### src/rtl/wdt_pkg.sv
package wdt_pkg;

    localparam int unsigned WDT_BASE_W = 8;
    localparam int unsigned WDT_SEL_W  = 3;

    typedef enum logic {
        TO_RESET = 1'b0,
        TO_WAKE  = 1'b1
    } to_kind_e;

    typedef struct packed {
        logic     fire;
        to_kind_e kind;
    } to_event_t;

    function automatic to_kind_e route_kind(input logic sleeping);
        return sleeping ? TO_WAKE : TO_RESET;
    endfunction

endpackage

### src/rtl/wdt_base_counter.sv
module wdt_base_counter #(
    parameter int unsigned W = wdt_pkg::WDT_BASE_W
) (
    input  logic clk,
    input  logic rst,
    input  logic run,
    input  logic clr,
    output logic carry
);
    localparam logic [W-1:0] CNT_TOP = '1;

    logic [W-1:0] cnt_q;

    always_ff @(posedge clk) begin
        if (rst || clr || !run) begin
            cnt_q <= '0;
        end else begin
            cnt_q <= cnt_q + 1'b1;
        end
    end

    assign carry = run && !clr && (cnt_q == CNT_TOP);

    AST_BASE_STEP: assert property (@(posedge clk) disable iff (rst)
        (run && !clr) |=> (cnt_q == $past(cnt_q) + 1'b1));

    AST_BASE_HELD: assert property (@(posedge clk) disable iff (rst)
        (!run || clr) |=> (cnt_q == '0));

endmodule

### src/rtl/wdt_postscaler.sv
module wdt_postscaler #(
    parameter int unsigned SEL_W = wdt_pkg::WDT_SEL_W
) (
    input  logic                      clk,
    input  logic                      rst,
    input  logic                      run,
    input  logic                      clr,
    input  logic                      step,
    input  logic                      wrap,
    output logic [(1 << SEL_W)-1:0]   taps
);
    localparam int unsigned NTAP = 1 << SEL_W;
    localparam int unsigned PS_W = NTAP - 1;

    logic [PS_W-1:0] ps_q;

    always_ff @(posedge clk) begin
        if (rst || clr || !run || wrap) begin
            ps_q <= '0;
        end else if (step) begin
            ps_q <= ps_q + 1'b1;
        end
    end

    // tap i is reached on the 2^i-th base wrap: low i bits all ones
    assign taps[0] = 1'b1;
    for (genvar gi = 1; gi < NTAP; gi++) begin : g_tap
        assign taps[gi] = &ps_q[gi-1:0];
    end

    AST_PS_STEP: assert property (@(posedge clk) disable iff (rst)
        (run && !clr && step && !wrap) |=> (ps_q == $past(ps_q) + 1'b1));

    AST_PS_HOLD: assert property (@(posedge clk) disable iff (rst)
        (run && !clr && !step) |=> $stable(ps_q));

endmodule

### src/rtl/wdt_tap_mux.sv
module wdt_tap_mux #(
    parameter int unsigned SEL_W = wdt_pkg::WDT_SEL_W
) (
    input  logic [(1 << SEL_W)-1:0] taps,
    input  logic [SEL_W-1:0]        sel,
    output logic                    hit
);
    assign hit = taps[sel];
endmodule

### src/rtl/watchdog_postscaled.sv
module watchdog_postscaled
    import wdt_pkg::*;
#(
    parameter int unsigned BASE_W = WDT_BASE_W,
    parameter int unsigned SEL_W  = WDT_SEL_W
) (
    input  logic             clk,
    input  logic             rst,
    input  logic             cfg_enable,
    input  logic             sw_enable,
    input  logic [SEL_W-1:0] ratio_sel,
    input  logic             clear_cmd,
    input  logic             sleep_enter,
    input  logic             asleep,
    output logic             reset_req,
    output logic             wake_req
);
    localparam int unsigned NTAP = 1 << SEL_W;

    logic            run;
    logic            restart;
    logic            carry;
    logic            hit;
    logic            terminal;
    logic [NTAP-1:0] taps;
    to_event_t       ev_d;
    to_event_t       ev_q;

    assign run      = cfg_enable || sw_enable;
    assign restart  = clear_cmd || sleep_enter;

    wdt_base_counter #(.W(BASE_W)) u_base (
        .clk   (clk),
        .rst   (rst),
        .run   (run),
        .clr   (restart),
        .carry (carry)
    );

    wdt_postscaler #(.SEL_W(SEL_W)) u_post (
        .clk  (clk),
        .rst  (rst),
        .run  (run),
        .clr  (restart),
        .step (carry),
        .wrap (terminal),
        .taps (taps)
    );

    wdt_tap_mux #(.SEL_W(SEL_W)) u_mux (
        .taps (taps),
        .sel  (ratio_sel),
        .hit  (hit)
    );

    assign terminal = carry && hit;

    always_comb begin
        ev_d.fire = terminal;
        ev_d.kind = route_kind(asleep);
    end

    always_ff @(posedge clk) begin
        if (rst) begin
            ev_q <= '0;
        end else begin
            ev_q <= ev_d;
        end
    end

    assign reset_req = ev_q.fire && (ev_q.kind == TO_RESET);
    assign wake_req  = ev_q.fire && (ev_q.kind == TO_WAKE);

    AST_PULSE_SINGLE: assert property (@(posedge clk) disable iff (rst)
        (reset_req || wake_req) |=> !(reset_req || wake_req));

    AST_IDLE_QUIET: assert property (@(posedge clk) disable iff (rst)
        !run |=> !(reset_req || wake_req));

    AST_CLEAR_WINS: assert property (@(posedge clk) disable iff (rst)
        restart |=> !(reset_req || wake_req));

    AST_WAKE_ROUTE: assert property (@(posedge clk) disable iff (rst)
        (carry && hit && asleep) |=> wake_req);

    AST_RESET_ROUTE: assert property (@(posedge clk) disable iff (rst)
        (carry && hit && !asleep) |=> reset_req);

endmodule

### config.mk
export PLATFORM = sky130hd
export DESIGN_NAME = watchdog_postscaled
export DESIGN_NICKNAME = d
export VERILOG_FILES = /design/src/rtl/wdt_pkg.sv /design/src/rtl/wdt_base_counter.sv /design/src/rtl/wdt_postscaler.sv /design/src/rtl/wdt_tap_mux.sv /design/src/rtl/watchdog_postscaled.sv
export SDC_FILE = /design/constraint.sdc
export NUM_CORES = 1
export LEC_CHECK = 0
export BUFFER_PORTS_ARGS = -buffer_cell sky130_fd_sc_hd__buf_2
export CAP_MARGIN = 20
export CORE_MARGIN = 3
export CORE_UTILIZATION = 45
export CTS_BUF_LIST = sky130_fd_sc_hd__clkbuf_4 sky130_fd_sc_hd__clkbuf_8
export DETAILED_ROUTE_END_ITERATION = 8
export PLACE_DENSITY = 0.74
export SETUP_SLACK_MARGIN = 0.02
export SLEW_MARGIN = 20
export SYNTH_ARGS = -nofsm -noshare
export SYNTH_HDL_FRONTEND = slang
export SYNTH_SLANG_ARGS = --single-unit
### constraint.sdc
create_clock -name clk -period 1.5 [get_ports clk]
set_input_delay 0.15 -clock clk [delete_from_list [all_inputs] [get_ports clk]]
set_output_delay 0.15 -clock clk [all_outputs]
set_load 0.01 [all_outputs]
======== Word-level counts from Yosys, hierarchy flattened ========
Cells that the tools add are included.
storage, ports and cells
  flip-flop bits (word level) ............. 17
  input port bits ......................... 10
  output and inout bits ................... 2
  logic and storage cells ................. 30
operators by class
  add/subtract/negate cells ............... 2
  magnitude comparators ................... 1
  equality and inequality tests ........... 1
  mux-type cells .......................... 3
  bitwise logic cells ..................... 1
  reduce and logical (&&, ||, !) cells .... 18
operators by type and width
  operator                                                    number
  adder 8 x 1 -> 8 bit, second input constant                 1
  == test 8 bit, second input constant                        1
  adder 7 x 1 -> 7 bit, second input constant                 1
  AND reduction 7 bit                                         1
  AND reduction 6 bit                                         1
  logical AND 1 bit                                           5
  logical OR 1 bit                                            5
  AND reduction 5 bit                                         1
  less-than comparator 3 x 4 -> 1 bit, second input constant  1
  AND reduction 4 bit                                         1
  binary-select mux 1 bit (select 3 bit)                      1
  AND reduction 3 bit                                         1
  logical NOT 1 bit                                           2
  two-way mux 1 bit                                           2
  AND reduction 2 bit                                         1
  NOT 1 bit                                                   1

======== Longest topological paths before layout ========
  depth after elaboration ................. 6
  depth in mapped cells ................... 9

======== Hierarchy ========
From an unflattened synthesis, not the netlist that was laid out.
unflattened totals
  cell total of the unflattened synthesis .. 92
  area, all modules ....................... 863.3 µm²
by module, submodules not included
  module               times used  cells an instance  area an instance (µm²)
  wdt_postscaler       1           43                 376.6
  wdt_base_counter     1           37                 336.6
  watchdog_postscaled  1           9                  86.3
  wdt_tap_mux          1           3                  63.8

======== Least setup slack after synthesis ========
OpenSTA, ideal clock, no wires.
  kind .................................... register -> register
  start ................................... register u_post.ps_q[0]
  end ..................................... register u_post.ps_q[0]
  setup time .............................. 0.131 ns
  arrival ................................. 1.417 ns
  slack ................................... -0.048 ns
  stages on the path, launching flop included .. 10
  path buffers ............................ 0
  clock period less this slack ............ 1.548 ns
  cells stage by stage .................... dfxtp_1 -> ha_1 -> nand3_1 -> inv_1 -> ha_1 -> nand2_1 -> o21ai_0 -> nor2_1 -> nor3_4 -> nor3_1
on the way
  word-level cells in the longest chain between the ends .. 5
  elaborated cells on any way between the ends .. 11
  classes of those cells .................. 1 x add/sub; 2 x mux; 8 x reduce/logical
RTL lines
  item                                               RTL line                   source
  start: declaration                                 wdt_postscaler.sv:15       logic [PS_W-1:0] ps_q;
  start signal: assignment                           wdt_postscaler.sv:21       ps_q <= ps_q + 1'b1;
  AND reduction 7 bit, or another cell as far along  wdt_postscaler.sv:28       assign taps[gi] = &ps_q[gi-1:0];
  binary-select mux 1 bit (select 3 bit)             wdt_tap_mux.sv:8           assign hit = taps[sel];
  two-way mux 1 bit (not written as such)            wdt_tap_mux.sv:8
  logical AND 1 bit                                  watchdog_postscaled.sv:56  assign terminal = carry && hit;
  logical OR 1 bit                                   wdt_postscaler.sv:18       if (rst || clr || !run || wrap) begin
Parallel ways exist; a longest one is shown, timed or not. The select of a mux whose other input is x is not followed.
A chain may end at the register's enable or synchronous reset.

======== Worst setup path after layout ========
  start ................................... register u_post.ps_q[1]
  end ..................................... register u_post.ps_q[2]
Same word-level chain as after synthesis.

==> reports/summary.txt <==
CTS clk-pin slew, worst paths - 0.09 ns
Pwr/cell area - 668 nW/um^2
Startpoint types - flip-flop
Number of top-level pins - 12
Setup CP Type - flip-flop to flip-flop
Number of global-route vias before repair - 658
Min Clock Period, post-route - 1.58 ns
Synth cell types - 27
Pin count of the biggest net entering global routing - 16
Clk sinks - 17
DRC viols - 0
Register area share after synthesis - 41.4%
Status - finished with violations
Area growth, synth to finish - 40.5%
Routed Antenna Nets - 0
Worst-Margin Slew - 0.338 ns
Cells after Synth - 87
Routability Congestion - 0.734
Final Hold Vio Count - 0
Global-route wire length before repair - 2750 um
Share of layout cells above drive strength 1 - 47.8%
Switch Pwr - 0.175 mW
Clk_skew - 0.000658 ns
#FFs+latches synth - 17
Syn Area/Cell - 9.45 um^2
Half-perimeter wire length after placement - 1080 um
Most frequent cells in the layout - dfxtp_1 (14), buf_4 (12), nor2_1 (11), buf_2 (11), xor2_1 (6)
Initial DRC count - 20
Failing checks - negative setup slack
Worst setup EP type - flip-flop
Total core area - 1610 um^2
Worst endpoint data arrival time - 1.80 ns
RSZ-0062 raised after global routing - true
Buf+Inv Stages, Crit Path - 1
Routed length per instance - 13.8 um
Top cell type's share of synthesized area - 41.4%
CTS tree - built
Slew Viols, Final - 0
Number of vias per cell - 5.12
Max-Cap Viols - 0
Slew HR - 77.5%
Latest clock arrival within the worst-skew pair - 0.29 ns
Post-route setup slack - -0.0822 ns
WP data required - 1.72 ns
Crit-path slowest cell - dfxtp_2
Leakage Power - 0.459 nW
Most common cell after layout, fill and taps aside - dfxtp_1
Worst-path fanout max - 7
Cell Int Power - 0.597 mW
Syn_nets - 101
Warnings, synthesis - 0
Bufs on Longest Clock Path - 2
Die area - 2380 um^2
Port bufs - 11
Worst path top cell family by delay - simple AND/OR/NAND/NOR gates
Comb power frac - 6.5%
Synth area leaders - dfxtp_1 (41%), xor2_1 (7.5%), ha_1 (6.1%)
Clock Power Share - 34.5%
Crit path cell chain - ha_4, ha_2, mux2i_1, a21oi_2, nor2_2, nor3_4, buf_12, nor3_1
Fmax - 632 MHz
Sequential share of power - 58.9%
Worst path max stage delay - 0.35 ns
DRT Wirelength - 1890 um
Initial antenna violation count - 0
Die X - 48.7 um
Synthesized area - 822 um^2
Max IR drop VDD - 0.676 mV
Cell Rows - 14
Final period util - 105%
Vias - 702
Fillers - 117
TNS Setup - -0.409 ns
Sw Share - 22.7%
Cell taking the most area after synthesis - dfxtp_1
Hold buffers post-CTS - 0
GRT Util Overall - 14.7%
Die Height - 48.7 um
Initial Utilization - 51.0%
Final setup violating endpoints - 7
CTS root buffer - clkbuf_4
Ant diodes - 0
Num CTS Buffers - 3
Finished layout cell area - 1150 um^2
Worst Hold Class - primary input to flip-flop
Pre-antenna DRT Iters - 4
Gr ovfl total - 0
CTS H-Tree Depth - 1
DP Area - 981 um^2
Fin nets - 128
## registers in the layout, indices dropped and copies added, names as in the netlist
name	count
u_base.cnt_q	8
u_post.ps_q	7
ev_q	2
## worst register-to-register path, cell delays in order (launching register included)
cell     delay, ns
dfxtp_2       0.35
ha_4          0.17
ha_2          0.16
mux2i_1       0.19
a21oi_2       0.10
nor2_2        0.17
nor3_4        0.08
buf_12        0.14
nor3_1        0.14
## cell type report
type / count / area (um^2) / share of cell area, %
well taps: 24 / 30.0 / 2.60
multi-input cells: 66 / 578 / 50.1
clock buffers: 4 / 30.0 / 2.60
flip-flops and latches: 17 / 344 / 29.8
inverters: 2 / 7.51 / 0.650
repair buffers: 24 / 165 / 14.3
## routing by layer
| metal | global-route usage, % | share of wire [%] | vias up |
|---|---|---|---|
| met2 | 22.9 | 55 | 12 |
| met1 | 17.4 | 39 | 335 |
| met4 | 6.64 | 1.2 | 0 |
| met5 | 0 | 0 | - |
| met3 | 6.44 | 4.6 | 4 |
| li1 | - | - | 351 |
## power by group through the flow
stage	clock network (mW)	registers, mW	logic [mW]
global placement	0	0.465	0.0355
detailed placement	0	0.465	0.0368
floorplan	0	0.465	0.0173
CTS	0.267	0.455	0.0395
finish	0.266	0.455	0.0503
global route	0.288	0.455	0.0547
## kinds of logic (layout without fill, tap and decap cells)
logic type                 Yosys count  after routing  synth area share, %
DFF                                 17             17                 41.4
and+or+nand+nor                     45             45                 31.8
muxes                                4              4                 4.87
adders and majority gates            4              4                 6.09
buffers and inverters                4             30                 2.89
AOI/OAI and AO/OA                    3              3                 2.28
xor gates and xnor gates            10             10                 10.7
## synthesized netlist by cell type, drive strengths merged
| cell type | number |
|---|---|
| nand2 | 7 |
| ha | 4 |
| xnor2 | 3 |
| mux2i | 4 |
| a221oi | 1 |
| nor3b | 1 |
| or4 | 1 |
| o21ai | 1 |
| nor2b | 2 |
| a21oi | 1 |
| nand4 | 2 |
| nand3 | 5 |
| buf | 1 |
| dfxtp | 17 |
| clkbuf | 1 |
| nor2 | 14 |
| inv | 2 |
| and2 | 2 |
| nor3 | 8 |
| nor4 | 2 |
| and3 | 1 |
| xor2 | 7 |
## metrics by stage
| stage | util, % | instances | power (mW) | hold slack, ns | worst slack [ns] |
|---|---|---|---|---|---|
| 6_report | 71.7 | 137 | 0.772 | 0.0253 | -0.0822 |
| 5_1_grt | 71.7 | 137 | 0.799 | 0.0329 | -0.250 |
| 4_1_cts | 65.5 | 135 | 0.761 | 0.0326 | 0.00568 |
| 3_5_place_dp | 60.9 | 130 | 0.502 | 0.344 | -0.0830 |
| 3_3_place_gp | 60.9 | 130 | 0.501 | 0.346 | -0.0480 |
| 2_1_floorplan | - | 87 | 0.482 | 0.222 | 0.0218 |
## what timing repair did
action	CTS	global route
buffers inserted	1	3
pin swaps	4	4
cloned	0	0
resized for setup	6	18
endpoints found under the setup margin	7	7
## path summary, 6_finish.rpt
path                                 startpoint         endpoint  slack [ns]  depth (start not counted)
worst max-delay path             u_post.ps_q[1]   u_post.ps_q[2]       -0.08                          8
worst min-delay path                        rst          ev_q[0]        0.03                          2
worst min register to register  u_base.cnt_q[7]  u_base.cnt_q[7]        0.53                          2
worst max register to register   u_post.ps_q[1]   u_post.ps_q[2]       -0.08                          8
Note: power is estimated with default switching activity, not from simulation.
